File: src/rtl/fs_pkg.sv
package fs_pkg;
  typedef enum logic [2:0] {
    ST_IDLE = 3'd0,
    ST_S1   = 3'd1,
    ST_S2   = 3'd2,
    ST_S3   = 3'd3,
    ST_S4   = 3'd4,
    ST_S5   = 3'd5
  } step_e;

  function automatic step_e next_step(input step_e s);
    case (s)
      ST_S1:   return ST_S2;
      ST_S2:   return ST_S3;
      ST_S3:   return ST_S4;
      ST_S4:   return ST_S5;
      default: return ST_IDLE;
    endcase
  endfunction
endpackage

File: src/rtl/fs_store.sv
module fs_store
  import fs_pkg::*;
#(
  parameter int DATA_W = 32
) (
  input  logic              clk,
  input  logic              rst_n,
  input  logic              arr_we,
  input  logic              arr_pair,
  input  logic              arr_idx,
  input  logic [DATA_W-1:0] arr_word,
  input  logic              tab_we,
  input  logic              tab_pair,
  input  logic              tab_val,
  input  logic              last_we,
  input  logic              last_val,
  input  logic              claim_we,
  input  logic              claim_val,
  input  logic              fetch_pair,
  input  logic              fetch_idx,
  output logic [DATA_W-1:0] fetch_word,
  output logic              claim_q,
  output logic              last_q,
  output logic [1:0]        tab_q
);
  localparam int NPAIR = 2;
  localparam int NIDX  = 2;

  logic [DATA_W-1:0] mem [NPAIR][NIDX];

  for (genvar p = 0; p < NPAIR; p++) begin : g_pair
    for (genvar i = 0; i < NIDX; i++) begin : g_idx
      always_ff @(posedge clk) begin
        if (!rst_n)
          mem[p][i] <= '0;
        else if (arr_we && arr_pair == p[0] && arr_idx == i[0])
          mem[p][i] <= arr_word;
      end
    end
    always_ff @(posedge clk) begin
      if (!rst_n)
        tab_q[p] <= 1'b0;
      else if (tab_we && tab_pair == p[0])
        tab_q[p] <= tab_val;
    end
  end

  always_ff @(posedge clk) begin
    if (!rst_n) begin
      claim_q <= 1'b0;
      last_q  <= 1'b0;
    end else begin
      if (claim_we) claim_q <= claim_val;
      if (last_we)  last_q  <= last_val;
    end
  end

  assign fetch_word = mem[fetch_pair][fetch_idx];

  AST_SLOT_FLIP: assert property (@(posedge clk) disable iff (!rst_n)
    tab_we |-> (tab_val != tab_q[tab_pair]));
endmodule

File: src/rtl/fs_writer.sv
module fs_writer
  import fs_pkg::*;
#(
  parameter int DATA_W = 32
) (
  input  logic              clk,
  input  logic              rst_n,
  input  logic              wr_valid,
  input  logic [DATA_W-1:0] wr_data,
  output logic              wr_ready,
  input  logic              claim_q,
  input  logic [1:0]        tab_q,
  output logic              arr_we,
  output logic              tab_we,
  output logic              last_we,
  output logic              w_pair,
  output logic              w_idx,
  output logic [DATA_W-1:0] w_word
);
  step_e st;

  always_ff @(posedge clk) begin
    if (!rst_n) begin
      st     <= ST_IDLE;
      w_pair <= 1'b0;
      w_idx  <= 1'b0;
      w_word <= '0;
    end else begin
      case (st)
        ST_IDLE: if (wr_valid) begin
          w_word <= wr_data;
          st     <= ST_S1;
        end
        ST_S1: begin
          w_pair <= ~claim_q;
          st     <= next_step(st);
        end
        ST_S2: begin
          w_idx <= ~tab_q[w_pair];
          st    <= next_step(st);
        end
        default: st <= next_step(st);
      endcase
    end
  end

  assign wr_ready = (st == ST_IDLE);
  assign arr_we   = (st == ST_S3);
  assign tab_we   = (st == ST_S4);
  assign last_we  = (st == ST_S5);

  AST_WR_TAKEN: assert property (@(posedge clk) disable iff (!rst_n)
    (wr_valid && wr_ready) |=> !wr_ready);
  AST_WR_RELEASE: assert property (@(posedge clk) disable iff (!rst_n)
    last_we |=> wr_ready);
endmodule

File: src/rtl/fs_reader.sv
module fs_reader
  import fs_pkg::*;
#(
  parameter int DATA_W = 32
) (
  input  logic              clk,
  input  logic              rst_n,
  input  logic              rd_req,
  output logic              rd_ready,
  output logic              rd_valid,
  output logic [DATA_W-1:0] rd_data,
  input  logic              last_q,
  input  logic [1:0]        tab_q,
  input  logic [DATA_W-1:0] fetch_word,
  output logic              claim_we,
  output logic              fetching,
  output logic              r_pair,
  output logic              r_idx
);
  step_e st;
  logic [DATA_W-1:0] held;

  always_ff @(posedge clk) begin
    if (!rst_n) begin
      st     <= ST_IDLE;
      r_pair <= 1'b0;
      r_idx  <= 1'b0;
      held   <= '0;
    end else begin
      case (st)
        ST_IDLE: if (rd_req) st <= ST_S1;
        ST_S1: begin
          r_pair <= last_q;
          st     <= next_step(st);
        end
        ST_S3: begin
          r_idx <= tab_q[r_pair];
          st    <= next_step(st);
        end
        ST_S4: begin
          held <= fetch_word;
          st   <= next_step(st);
        end
        default: st <= next_step(st);
      endcase
    end
  end

  assign rd_ready = (st == ST_IDLE);
  assign claim_we = (st == ST_S2);
  assign fetching = (st == ST_S4);
  assign rd_valid = (st == ST_S5);
  assign rd_data  = held;

  AST_RD_LATENCY: assert property (@(posedge clk) disable iff (!rst_n)
    (rd_req && rd_ready) |-> ##5 rd_valid);
  AST_RD_PULSE: assert property (@(posedge clk) disable iff (!rst_n)
    rd_valid |=> !rd_valid);
endmodule

File: src/rtl/fourslot_xchg.sv
module fourslot_xchg
  import fs_pkg::*;
#(
  parameter int DATA_W = 32
) (
  input  logic              clk,
  input  logic              rst_n,
  input  logic              wr_valid,
  output logic              wr_ready,
  input  logic [DATA_W-1:0] wr_data,
  input  logic              rd_req,
  output logic              rd_ready,
  output logic              rd_valid,
  output logic [DATA_W-1:0] rd_data
);
  logic              arr_we, tab_we, last_we, claim_we, fetching;
  logic              w_pair, w_idx, r_pair, r_idx;
  logic              claim_q, last_q;
  logic [1:0]        tab_q;
  logic [DATA_W-1:0] w_word, fetch_word;

  fs_writer #(.DATA_W(DATA_W)) u_wr (
    .clk(clk), .rst_n(rst_n),
    .wr_valid(wr_valid), .wr_data(wr_data), .wr_ready(wr_ready),
    .claim_q(claim_q), .tab_q(tab_q),
    .arr_we(arr_we), .tab_we(tab_we), .last_we(last_we),
    .w_pair(w_pair), .w_idx(w_idx), .w_word(w_word)
  );

  fs_reader #(.DATA_W(DATA_W)) u_rd (
    .clk(clk), .rst_n(rst_n),
    .rd_req(rd_req), .rd_ready(rd_ready),
    .rd_valid(rd_valid), .rd_data(rd_data),
    .last_q(last_q), .tab_q(tab_q), .fetch_word(fetch_word),
    .claim_we(claim_we), .fetching(fetching),
    .r_pair(r_pair), .r_idx(r_idx)
  );

  fs_store #(.DATA_W(DATA_W)) u_st (
    .clk(clk), .rst_n(rst_n),
    .arr_we(arr_we), .arr_pair(w_pair), .arr_idx(w_idx), .arr_word(w_word),
    .tab_we(tab_we), .tab_pair(w_pair), .tab_val(w_idx),
    .last_we(last_we), .last_val(w_pair),
    .claim_we(claim_we), .claim_val(r_pair),
    .fetch_pair(r_pair), .fetch_idx(r_idx), .fetch_word(fetch_word),
    .claim_q(claim_q), .last_q(last_q), .tab_q(tab_q)
  );

  AST_COHERENT: assert property (@(posedge clk) disable iff (!rst_n)
    (arr_we && fetching) |-> (w_pair != r_pair || w_idx != r_idx));
  AST_RESET_IDLE: assert property (@(posedge clk)
    !rst_n |=> (wr_ready && rd_ready && !rd_valid));
endmodule

File: config.mk
export PLATFORM = sky130hd
export DESIGN_NAME = fourslot_xchg
export DESIGN_NICKNAME = d
export VERILOG_FILES = /design/src/rtl/fs_pkg.sv /design/src/rtl/fs_store.sv /design/src/rtl/fs_writer.sv /design/src/rtl/fs_reader.sv /design/src/rtl/fourslot_xchg.sv
export SDC_FILE = /design/constraint.sdc
export NUM_CORES = 1
export LEC_CHECK = 0
export BUFFER_PORTS_ARGS = -buffer_cell sky130_fd_sc_hd__buf_2
export CAP_MARGIN = 5
export CORE_ASPECT_RATIO = 1.25
export CORE_MARGIN = 4
export CORE_UTILIZATION = 55
export DETAILED_ROUTE_END_ITERATION = 6
export PLACE_DENSITY = 0.74
export SYNTH_ARGS = -nofsm -noshare
export SYNTH_HDL_FRONTEND = slang
export SYNTH_SLANG_ARGS = --single-unit
File: constraint.sdc
create_clock -name clk -period 9.6 [get_ports clk]
set_input_delay 0.96 -clock clk [delete_from_list [all_inputs] [get_ports clk]]
set_output_delay 0.96 -clock clk [all_outputs]
set_load 0.02 [all_outputs]
# Word level (Yosys, flattened, before mapping)

Memories as Yosys holds them, arrays and structs flattened. A register that Yosys moved wholly into a read port is not among the register bits.
Cells that the tools add are included.

Bits in registers: 78
Memory bits (writable): 128
Latch bits: 0
Bits in read-only memories: 0
Memories kept: 1
Logic and storage cells: 80

Mux-type cells: 32
Shift operators: 0
$lt $le $gt $ge: 3
Add/subtract/negate cells: 0
Bitwise gates (word level): 9
Div/mod/pow operators: 0
Reductions and logical operators: 11
Multiply operators: 0
Equal/unequal tests: 12

Memories:

| name     | words | width | read ports | clocked after memory_dff | wr ports | RTL line       | RTL |
|---|---|---|---|---|---|---|---|
| u_st.mem | 2     | 64    | 1          | 1                        | 2        | fs_store.sv:29 | `logic [DATA_W-1:0] mem [NPAIR][NIDX];` |

Operators with widths:

| cell                 | count |
|---|---|
| $mux W32             | 7 |
| $mux W1              | 19 |
| $eq A3 B2 Y1 const B | 4 |
| $eq A3 B3 Y1 const B | 4 |
| $pmux W3 S4          | 1 |
| $pmux W3 S3          | 1 |
| $logic_and A1 B1 Y1  | 8 |
| $eq A3 B1 Y1 const B | 2 |
| $logic_not A3 Y1     | 2 |
| $mux W3              | 2 |
| $pmux W3 S2          | 1 |
| $lt A1 B2 Y1 const B | 2 |
| $ne A2 B2 Y1 const B | 2 |
| $not A1 Y1           | 4 |
| $or A1 B1 Y1         | 4 |
| $ge A2 B2 Y1 const B | 1 |
| $mux W2              | 1 |
| $not A1 Y2           | 1 |
| $reduce_and A2 Y1    | 1 |

# Longest topological paths before layout

Gate-level depths: netlist of run 1.

Word-level depth: 7
Depth in mapped cells: 6
Mapped depth without buffers: 3

# Cells and area by module

A second synthesis of run 1 with hierarchy kept.

Cell total of the unflattened synthesis: 669
Area total of the unflattened synthesis: 8792.2 um2

Modules (own cells, without submodules):

| module    | instances | area each (um2) | sequential area each (um2) | cells each |
|---|---|---|---|---|
| fs_store  | 1         | 5795.6          | 3923.8                     | 335 |
| fs_writer | 1         | 1576.5          | 740.7                      | 167 |
| fs_reader | 1         | 1420.1          | 740.7                      | 167 |

# Least setup slack after synthesis of run 1

No wires, ideal clock.

Path kind: flip-flop to flip-flop
From: reg u_wr.st[0]
To: mem u_st.mem[0][32] (netlist bit) (enable)
Clock period less this slack: 3.739 ns
Data required time: 9.134 ns
Arrival: 3.274 ns
Slack: 5.861 ns
Setup time: 0.466 ns
Cell stages (with the launch flop): 5
Cells stage by stage: dfxtp_1 -> clkbuf_1 -> and3b_1 -> nand2b_1 -> o21ai_0

RTL lines:

| item                   | RTL line        | RTL |
|---|---|---|
| from (decl)            | fs_writer.sv:20 | `step_e st;` |
| from (signal assigned) | fs_writer.sv:36 | `st <= next_step(st);` |
| from (signal assigned) | fs_writer.sv:40 | `st <= next_step(st);` |
| from (signal assigned) | fs_writer.sv:42 | `default: st <= next_step(st);` |
| to (decl)              | fs_store.sv:29  |  |

==> results_dict.tcl, run 1 <==
set metrics [dict create \
    outcome "finished, final reports clean" \
    drt_iter0_markers 314 \
    dp_cells 824 \
    crit_path_start_kind "primary input" \
    maxSlewViolCount 0 \
    synth-edff-count 128 \
    min_period_over_period_pct 26.0 \
    worst_slew_pin_slew_ns 0.798 \
    final_common_cell "and2_1" \
    syn2layout_area_growth_pct 14.0 \
    cts_tree "built" \
    yosys_most_used_dff "edfxtp_1" \
    utilization_pct 64.7 \
    yosysSeqAreaShare_pct 65.4 \
    synthesis.nets 644 \
    wire_per_inst_um 19.5 \
    critPathMostFrequentCell "buf_4" \
    syn_avg_cell_area_um2 13.6 \
    die_height_um 145 \
    gr-total-overflow 0 \
    r2r_start "u_wr.st[0]" \
    core_area_mm2 0.0146 \
    antenna_found_initial 0 \
    clkSinkCount 207 \
    grt_max_degree 33 \
    vdd_drop_max_uv 129 \
    min_period_ns 2.50 \
    power_density_mw_per_mm2 197 \
    ys_types 33 \
    finalSetupViolCount 0 \
    routed_wl_um 16800 \
    crit_family "buffers and inverters" \
    io_buffers 70 \
    maxCapViolations 0 \
    ys.warnings.count 0 \
    min_path_type "flop to flop" \
    fin_skew_ns 0.0107 \
    leakage_uw 0.00359 \
    clock.fmax_ghz 0.400 \
    critPathCaptureType "flop" \
    path_max_fanout 32 \
    clockBufferDepth 3 \
    post_cts_resized 0 \
    ios 71 \
    postCtsSetupRepairBufs 0 \
    grt_pass1_wl_um 26900 \
    timing_hold_violations_final 0 \
    grt_pass1_vias 5143 \
    diodes 0 \
    rows 49 \
    htreeDepth 1 \
    fin_nets 704 \
    die-area_mm2 0.0171 \
    drc_errors 0 \
    clkLatencyLatePin_ns 0.48 \
    drtAntennaViolNets 0 \
    path_class "primary input to flop" \
    holdCritStartpoint "u_rd.rd_data[22]" \
    synthesis.area_mm2 0.00829 \
    synth_seq_cells 207 \
    setup_tns_ns 0 \
    max_stage_delay_ns 0.61 \
    crit_buf_inv 4 \
    required_ns 9.97 \
    place_congestion 0.749 \
    drive_gt1_share_pct 23.0 \
    cts-root-buf "clkbuf_16" \
    fin_hold_ws_ns 0.470 \
    rsz0062_at_grt "false" \
    synth-async-reset-ratio_pct 0 \
    grt_usage_pct 19.6 \
    num-fill-cells 1077 \
    slowest_stage "inv_1" \
    num_vias 4914 \
    drt_first_pass_iters 4 \
    crit_path_start "rst_n" \
    postSynthCellCount 608 \
    cts-hold-fix-buffers 0 \
    fin_cells 860 \
    maxSlewHeadroom_pct 46.8 \
    initial_core_util_pct 56.8 \
    die_w_um 118 \
    cp.arrival_ns 2.87 \
    hpwl_um 9310 \
    vias_per_cell 5.71 \
    clk_pin_slew_ns 0.06 \
    total_power_uw 1870 \
    worstPathCellList "buf_2 -> inv_1 -> buf_4 -> nor2_2 -> buf_4 -> a22o_1" \
    most-common-layout-cells "and2_1, edfxtp_1, dfxtp_1" \
    cts_inserted_buffers 20 \
]
[cell families (layout without fill, tap and decap cells)]
family	after synthesis	after routing	share of synthesized area, %
XOR/XNOR	2	2	0.211
AND/OR/NAND/NOR	237	237	15.8
multiplexers	40	40	9.66
AO/OA/AOI/OAI	73	73	5.98
buffers and inverters	49	123	2.85
flip-flops	207	207	65.4
[final cells by class]
cell class,instances,area (um^2),area share (%)
repair buffers,85,463,4.90
multi-input cells,352,2700,28.5
well taps,178,223,2.36
flip-flops and latches,207,5430,57.4
clock buffers,31,603,6.38
clock inverters,5,28.8,0.305
inverters,2,7.51,0.0795
[sequential cells by signal, summed over array words and instances (netlist names), named ones only]
signal,count
u_rd.rd_data,32
u_wr.w_idx,1
u_wr.w_word,32
u_rd.r_idx,1
u_wr.st,3
u_st.claim_q,1
u_st.tab_q,2
u_rd.r_pair,1
u_wr.w_pair,1
u_st.mem,128
u_st.last_q,1
u_rd.st,3
[worst reg2reg max path, delay by kind of cell (launching register included)]
family	cells	cell delay (ns)
flip-flops	1	0.65
AO/OA/AOI/OAI	1	0.14
AND/OR/NAND/NOR	2	0.47
buffers and inverters	1	0.46
[power by group]
group	switching, uW	internal [uW]	total, uW
clock	313	433	746
sequential	28.8	980	1010
combinational	68.2	42.2	110
[per-stage QoR]
| stage | area, um^2 | setup slack [ns] |
|---|---|---|
| finish | 9450 | 7.10 |
| global route | 9450 | 7.01 |
| CTS | 9450 | 7.10 |
| detailed placement | 8810 | 6.64 |
| global placement | 8810 | 6.69 |
| floorplan | 8290 | 5.86 |
[synthesized netlist by cell type, drive strengths merged, types with 8 or more instances]
cell type,n,area [um^2]
a21oi,34,170
a22o,32,280
and2,129,807
buf,23,139
clkbuf,24,90.1
dfxtp,79,1580
edfxtp,128,3840
mux2i,8,80.1
mux4,32,721
nand2,66,248
nor2,14,52.6
nor3,8,45.0
[path summary, 6_finish.rpt]
path / slack (ns) / endpoint / depth (start not counted)
worst max-delay path: 7.10 / u_rd.rd_data[5] / 6
worst min-delay path: 0.47 / u_rd.rd_data[22] / 1
worst max register to register: 7.50 / u_st.mem[0][45] / 4
worst min register to register: 0.47 / u_rd.rd_data[22] / 1
[layer usage]
| layer | part of all wire (%) | wire length, um | global-route usage [%] | vias to the layer above |
|---|---|---|---|---|
| met2 | 52 | 8770 | 35.0 | 135 |
| met5 | 0 | 0 | 0 | - |
| li1 | - | - | - | 2302 |
| met4 | 2.4 | 400 | 6.69 | 0 |
| met3 | 5.5 | 916 | 3.11 | 33 |
| met1 | 40 | 6670 | 24.4 | 2444 |
Power figures use the tool's default switching activity.
==> run 2, diff against run 1 <==
--- a/config.mk
+++ b/config.mk
@@ -5,6 +5,7 @@
 export SDC_FILE = /design/constraint.sdc
 export NUM_CORES = 1
 export LEC_CHECK = 0
+export ABC_AREA = 1
 export BUFFER_PORTS_ARGS = -buffer_cell sky130_fd_sc_hd__buf_2
 export CAP_MARGIN = 5
 export CORE_ASPECT_RATIO = 1.25
==> constraint.sdc (replaced) <==
create_clock -name clk -period 2.4 [get_ports clk]
set_input_delay 0.24 -clock clk [delete_from_list [all_inputs] [get_ports clk]]
set_output_delay 0.24 -clock clk [all_outputs]
set_load 0.02 [all_outputs]
==> run 2 against run 1 <==
Net effect:
- sequential power rose to 4.0 times the previous value
- setup slack worse by 6.6 ns
- cell count up 51%
- cell area up 7.7%
- synthesized cell count up 62%
==> results_dict.tcl, run 2 <==
set metrics [dict create \
    outcome "finished, final reports clean" \
    cts_inserted_buffers 20 \
    synthTopCellsByArea "edfxtp_1, dfxtp_1, nand2_1" \
    routed_wl_um 18200 \
    postCtsSetupRepairBufs 0 \
    yosys-top-cells-count "nand2_1, nor2_1, edfxtp_1" \
    p_int_uw 6070 \
    syn_avg_cell_area_um2 8.79 \
    synth_seq_cells 207 \
    worst_slew_pin_slew_ns 0.694 \
    worstPathCellList "inv_2 -> o31ai_4 -> buf_4" \
    grt_pass1_wl_um 30700 \
    crit_path_start_kind "flop" \
    die_w_um 120 \
    path_max_fanout 32 \
    yosys.area.top_type "edfxtp_1" \
    grt_max_degree 65 \
    cp.arrival_ns 2.06 \
    crit_family "flip-flops" \
    clkLatencyLatePin_ns 0.49 \
    crit_buf_inv 2 \
    cts_tree "built" \
    maxSlewHeadroom_pct 53.7 \
    grt_pass1_vias 6370 \
    initial_core_util_pct 55.9 \
    synth-async-reset-ratio_pct 0 \
    clockBufferDepth 3 \
    min_path_type "primary input to flop" \
    clkSinkCount 207 \
    met2_length_um 9270 \
    dp_slack_ns 0.461 \
    drtAntennaViolNets 0 \
    htreeDepth 1 \
    p_sw_uw 2010 \
    vias_per_cell 4.97 \
    ys.warnings.count 0 \
    drc_errors 0 \
    syn2layout_area_growth_pct 17.4 \
    fin_nets 1107 \
    post_cts_resized 0 \
    hpwl_um 10500 \
    leakage_uw 0.00439 \
    setup_ws_ns 0.469 \
    maxCapViolations 0 \
    finalSetupViolCount 0 \
    num_vias 6452 \
    path_class "flop to flop" \
    maxSlewViolCount 0 \
    max_stage_delay_ns 0.65 \
    synth-edff-count 128 \
    die_height_um 148 \
    final_common_cell "nand2_1" \
    critPathCaptureType "flop" \
    drt_first_pass_iters 5 \
    die-area_mm2 0.0178 \
    vdd_drop_max_uv 528 \
    yosysSeqAreaShare_pct 62.6 \
    synthMostInstantiatedCell "nand2_1" \
    regMostFlops "u_st.mem" \
    yosys_most_used_dff "edfxtp_1" \
    drt_iter0_markers 470 \
    clock.fmax_ghz 0.518 \
    timing_hold_violations_final 0 \
    antenna_found_initial 0 \
    wl_met3_um 1030 \
    synth_top_area_share_pct 44.4 \
    rsz0062_at_grt "false" \
    min_period_ns 1.93 \
    largest_register_ffs 128 \
    pwr-share-seq_pct 50.5 \
    clock_power_share_pct 38.2 \
    synthesis.area_mm2 0.00866 \
    slowest_stage "dfxtp_1" \
    fin_skew_ns 0.0192 \
    cts-hold-fix-buffers 33 \
    p_sw_share_pct 24.9 \
    rows 51 \
    ios 71 \
    drive_gt1_share_pct 12.0 \
    core_area_mm2 0.0155 \
    required_ns 2.53 \
    clk_pin_slew_ns 0.06 \
    postSynthCellCount 986 \
    place_congestion 0.758 \
    gr-total-overflow 0 \
    top_layer_used "met4" \
    combPwrFrac_pct 11.3 \
    cts-root-buf "clkbuf_16" \
    io_buffers 70 \
    min_period_over_period_pct 80.5 \
    diodes 0 \
    power_density_mw_per_mm2 795 \
    synthesis.nets 1022 \
    wire_per_inst_um 14.0 \
    most-common-layout-cells "nand2_1, nor2_1, edfxtp_1" \
    ys_types 22 \
    reg2reg_slack_ns 0.47 \
    wl_met1_um 7600 \
    utilization_pct 65.6 \
    grt_usage_pct 21.2 \
]
run 2: cell types whose count changed in the layout (fill, tap and decap cells not counted), moves of 5 or more:
cell | previous run | this run
nand2_1 | 66 | 305
a21oi_1 | 34 | 40
mux4_2 | 32 | 0
nand3_1 | 2 | 71
inv_1 | 2 | 76
and2_1 | 129 | 0
dlygate4sd3_1 | 0 | 33
mux2i_1 | 8 | 0
nor2_1 | 12 | 207
nor3_1 | 6 | 1
inv_2 | 0 | 5
a22o_1 | 32 | 0
run 2: metrics by stage:
step                      total power [uW]  TNS (ns)  cell area [um^2]  cells  hold slack [ns]
final                                 8080         0             10200   1297           0.0391
after global routing                  8450         0             10200   1297           0.0699
after CTS                             8140         0             10200   1297           0.0295
after detailed placement              5040         0              9200   1228            0.444
after global placement                5020         0              9200   1228            0.454
after floorplan                       4770    -22.69              8680    986            0.375
run 2: final cells by class:
class | count | area (um^2)
Fill cell | 1296 | 5330
Multi-Input combinational cell | 643 | 2730
Timing Repair Buffer | 117 | 801
Sequential cell | 207 | 5430
Tap cell | 212 | 265
Clock inverter | 6 | 60.1
Clock buffer | 30 | 581
Inverter | 82 | 310
run 2: power groups by stage:
| stage | logic (uW) | clock network, uW | registers (uW) |
|---|---|---|---|
| after floorplan | 602 | 0 | 4170 |
| after global placement | 865 | 0 | 4150 |
| after detailed placement | 879 | 0 | 4160 |
| after CTS | 927 | 3130 | 4080 |
| after global routing | 1050 | 3290 | 4100 |
| final | 915 | 3080 | 4080 |
run 2: path summary, 6_finish.rpt:
path          startpoint         endpoint  depth (start not counted)
min reg2reg  u_st.last_q      u_st.last_q                          2
max          u_wr.w_pair  u_st.mem[1][25]                          3
min             wr_valid       u_wr.st[0]                          3
max reg2reg  u_wr.w_pair  u_st.mem[1][25]                          3
run 2: logic make-up after synthesis:
family / count (synthesis) / synth area share (%)
and+or+nand+nor: 593 / 27.9
DFF: 207 / 62.6
buffers and inverters: 136 / 6.49
AOI/OAI and AO/OA: 50 / 3.02
run 2: metal layers:
layer	track usage, %	vias to the layer above
li1	-	3290
met1	26.7	2982
met2	38.3	157
met3	3.23	23
met4	5.50	0
met5	0	-
run 2: worst min-delay path: stages:
cell and delay [ns]:
buf_2 0.10, o22ai_1 0.07, nor2_1 0.07
